--- config.mk ---
export PLATFORM = sky130hd
export DESIGN_NAME = gpio_out_notify
export DESIGN_NICKNAME = d
export VERILOG_FILES = /design/src/rtl/gpio_out_notify.sv
export SDC_FILE = /design/constraint.sdc
export NUM_CORES = 1
export LEC_CHECK = 0
export CORE_MARGIN = 2
export CORE_UTILIZATION = 30
export DETAILED_ROUTE_END_ITERATION = 7
export MAX_ROUTING_LAYER = met4
export SYNTH_ARGS = -nofsm -noshare
export SYNTH_HDL_FRONTEND = slang
export SYNTH_SLANG_ARGS = --single-unit
--- constraint.sdc ---
create_clock -name clk -period 2.22 [get_ports clk]
set_input_delay 0.444 -clock clk [delete_from_list [all_inputs] [get_ports clk]]
set_output_delay 0.444 -clock clk [all_outputs]
set_load 0.02 [all_outputs]
--- src/rtl/gpio_out_notify.sv ---
module gpio_out_notify #(
  parameter int ADDR_W       = 8,
  parameter int LANES        = 3,
  parameter int NOTIFY_LINES = 16,
  parameter int DATA_BASE    = 'h78,
  parameter int OE_BASE      = 'h7C
) (
  input  logic                    clk,
  input  logic                    rst_n,
  input  logic                    wr_en,
  input  logic [ADDR_W-1:0]       addr,
  input  logic [7:0]              wdata,
  output logic [7:0]              rdata,
  output logic [8*LANES-1:0]      pins,
  output logic [NOTIFY_LINES-1:0] strobe
);
  localparam int W = 8 * LANES;

  logic [W-1:0] dat_q, oe_q, lvl_q;
  logic [W-1:0] dat_d, oe_d;
  logic [NOTIFY_LINES-1:0] stb_q;

  for (genvar g = 0; g < LANES; g++) begin : g_lane
    wire hit_dat = wr_en && (addr == ADDR_W'(DATA_BASE + g));
    wire hit_oe  = wr_en && (addr == ADDR_W'(OE_BASE + g));
    assign dat_d[8*g +: 8] = hit_dat ? wdata : dat_q[8*g +: 8];
    assign oe_d[8*g +: 8]  = hit_oe  ? wdata : oe_q[8*g +: 8];
  end

  wire [W-1:0] eff_d = dat_d & oe_d;
  wire [W-1:0] diff  = eff_d ^ lvl_q;

  always_ff @(posedge clk or negedge rst_n) begin
    if (!rst_n) begin
      dat_q <= '0;
      oe_q  <= '0;
      lvl_q <= '0;
      stb_q <= '0;
    end else begin
      dat_q <= dat_d;
      oe_q  <= oe_d;
      lvl_q <= lvl_q ^ diff;
      stb_q <= diff[NOTIFY_LINES-1:0];
    end
  end

  always_comb begin
    rdata = '0;
    for (int i = 0; i < LANES; i++) begin
      if (addr == ADDR_W'(DATA_BASE + i)) rdata = dat_q[8*i +: 8];
      if (addr == ADDR_W'(OE_BASE + i))   rdata = oe_q[8*i +: 8];
    end
  end

  assign pins   = lvl_q;
  assign strobe = stb_q;
endmodule

==> summary.md <==
| Metric | Value |
|---|---|
| Clock tree buffer depth | `2` |
| Number of global-route vias before repair | `3,510` |
| Crit-path most repeated cell | `buf_4` |
| Placer Congestion | `approximately 0.84` |
| Final Hold Viols | `0` |
| Via count | `about 3,400` |
| Die W | `125 um` |
| Synth area leader | `dfrtp_1` |
| Ys async rst share | `between 90% and 100%` |
| Synth top cells by count | `dfrtp_1 (88), mux2_2 (51), nand2_1 (30), nor3_1 (16), xor2_1 (16)` |
| Final setup viols | `0` |
| Wire length per cell | `between 15 and 20 um` |
| Clock share of power | `between 40 and 50%` |
| CP max stage delay | `360 ps` |
| Setup crit end kind | `output pin` |
| Layout cells sized above 1 | `between 30% and 40%` |
| Synth Instances | `between 300 and 400` |
| Synth Register Bits | `88` |
| Int Pwr | `2.88 mW` |
| Critical path arrival | `about 1800 ps` |
| Peak VDD IR | `~340 uV` |
| Inserted Clock Buffers | `9` |
| Synth top area cells | `dfrtp_1 (50%), mux2_2 (13%), xor2_1 (3.2%), a22o_1 (3.0%), nand2_1 (2.6%)` |
| Clk_lat worst skew | `~340 ps` |
| Core area | `roughly 14,000 um^2` |
| CTS Hold Buffers Added | `0` |
| Synthesis-to-layout area growth | `34.8%` |
| Syn nets | `about 400` |
| Ports | `67` |
| Post-detail-place hpwl | `about 8500 um` |
| Initial Util | `between 30% and 40%` |
| Layout Utilization | `between 40% and 50%` |
| Die H | `around 130 um` |
| Mapped cell area | `between 4000 and 5000 um^2` |
| RSZ-0062 raised after global routing | `true` |
| Fillers | `~1,400` |
| Clk slew on worst S/H paths | `around 60 ps` |
| Critical path buffer and inverter count | `5` |
| CP max stage cell | `a222oi_1` |
| Count of pins over their slew limit | `0` |
| EDFF count, synth | `0` |
| Seq pwr share | `46.0%` |
| Synth Flop Type | `dfrtp_1` |
| Kind of start point of the critical path | `input port` |
| Leak pwr | `approximately 2.8 nW` |
| Post-route clock period utilization | `between 90% and 100%` |
| Root Driver | `clkbuf_16` |
| Full die area | `about 16,000 um^2` |
| Remaining DRCs | `0` |
| CP required | `1780 ps` |
| Mapped Avg Cell Area | `roughly 12 um^2` |
| Fmax | `457 MHz` |
| WS Path Type | `input port to output pin` |
| Register area share after synthesis | `approximately half` |
| Sw frac | `a little over a fifth` |
| NetSw | `0.812 mW` |
| Setup TNS | `0 ps` |
| Worst-path maximum fanout | `6` |
| Syn. warnings | `0` |
| Port-buffer cells | `66` |
| Initial antenna violation count | `0` |
| Vias per cell | `5.11` |
| Nets | `approximately 490` |
| CTS H-tree lvls | `3` |
| Synth cell types | `44` |
| Dpl ws | `-824 ps` |
| Drt first-iter violations | `239` |
| Final Worst Setup Slack | `around 30 ps` |
| Clk sink count | `between 80 and 90` |
| GRT Util Overall | `between 10% and 20%` |
| DR pass1 iterations | `4` |
| Critical-path cell list | `clkdlybuf4s15_2, clkinv_1, nor3_2, buf_4, buf_12, a222oi_1, nor2_1, buf_4` |
| Post-synth top area share | `49.9%` |
| Most frequent cell after synthesis | `dfrtp_1` |
| Crit path max-delay family | `buffers and inverters` |
| Antenna diodes | `0` |
| Hold Crit Class | `input port to asynchronous set/reset pin` |
| Max Clock Skew | `roughly 6.7 ps` |
| Actual slew at the worst max-slew pin | `roughly 560 ps` |
| CTS tree | `built` |
| Overall routed net length | `roughly 11,000 um` |
| Congestion Overflow GR | `0` |
| Worst hold margin | `between 70 and 80 ps` |
| Row count | `44` |
| Power density over the cells | `622 nW/um^2` |
| Largest net degree at the start of global routing | `37` |
| Time the worst path needs with I/O delays and setup | `between 2000 and 2500 ps` |
| Outcome | `completed` |
| Gate power share | `roughly 9%` |
| Post-DRT Antenna Nets | `0` |
| Maxcap violations | `0` |
| First-pass GRT wire length | `approximately 19,000 um` |
| Slew HR | `roughly 63%` |
-- path summary, 6_finish.rpt --
check / startpoint / endpoint / slack (ps) / cells past startpoint
worst max-delay path: addr[1] / rdata[3] / 30 / 8
worst min-delay path: rst_n / strobe[1]$_DFF_PN0_ / 70 / 1
worst max register to register: oe_q[15]$_DFF_PN0_ / strobe[15]$_DFF_PN0_ / 890 / 4
worst min register to register: pins[15]$_DFF_PN0_ / strobe[15]$_DFF_PN0_ / 460 / 1
max in group asynchronous: rst_n / oe_q[13]$_DFF_PN0_ / 1560 / 2
min in group clk: pins[15]$_DFF_PN0_ / strobe[15]$_DFF_PN0_ / 460 / 1
-- worst reg2reg max path: cells and delay by family (launching register included) --
family / cells / cell delay [ps]
compound gates: 1 / 220
xor+xnor: 1 / 210
simple gates: 1 / 80
flops: 1 / 410
mux: 1 / 270
-- per-stage QoR --
stage	area (um^2)	power (mW)	std cells
2_1_floorplan	4410	1.87	371
3_3_place_gp	5610	2.04	646
3_5_place_dp	5610	2.05	646
4_1_cts	5920	3.74	662
5_1_grt	5940	3.84	663
6_report	5940	3.70	663
-- registers in the layout, indices dropped and copies added, names as in the netlist --
| signal | flops |
|---|---|
| dat_q | 24 |
| pins | 24 |
| oe_q | 24 |
| strobe | 16 |
-- kinds of logic (layout without fill, tap and decap cells) --
group           count (synthesis)  count (layout)  share of synthesized area, %
flops                          88              88                          49.9
compound gates                 61              61                          11.0
simple gates                  115             115                          17.1
mux                            59              59                          14.8
buf+inv                        32             140                          3.94
xor+xnor                       16              16                          3.18
-- metal layers --
layer  part of all wire (%)  routed length, um  vias up  global-route usage, %
li1                       -                  -     1596                      -
met3                    4.0                451        8                   2.48
met2                     48               5460       69                   25.1
met5                      0                  0        -                      -
met4                    1.1                125        0                   4.77
met1                     47               5280     1714                   19.9
-- layout by cell type, fill, tap and decap left out, types with 8 or more instances in the layout --
cell,netlist,routed
mux2_2,51,51
a22o_1,15,15
a21oi_1,15,13
clkdlybuf4s50_1,0,51
buf_4,3,57
nand2_1,30,29
nor3_1,16,16
o2bb2ai_1,8,8
mux2i_1,8,8
dfrtp_1,88,88
xor2_1,16,16
clkbuf_16,0,9
nand3_1,13,13
-- power by group through the flow --
stage,sequential (mW),combinational [mW],clock [mW]
global route,1.70,0.355,1.78
detailed placement,1.73,0.326,0
finish,1.70,0.327,1.67
floorplan,1.72,0.156,0
global placement,1.72,0.317,0
CTS,1.70,0.328,1.71
-- cell type report --
class / instances / area [um^2] / share of cell area [%]
flip-flops and latches: 88 / 2200 / 37.0
multi-input cells: 251 / 2060 / 34.6
repair buffers: 123 / 1120 / 18.8
clock buffers: 14 / 274 / 4.61
well taps: 184 / 230 / 3.87
clock inverters: 2 / 60.1 / 1.01
inverters: 1 / 3.75 / 0.0631
-- what timing repair did --
action / 4_1_cts / 5_1_grt
endpoints found under the setup margin: 8 / 7
buffers inserted: 0 / 1
pin swaps: 2 / 5
resized for setup: 43 / 12
No activity file was read; power rests on OpenSTA's default activity.
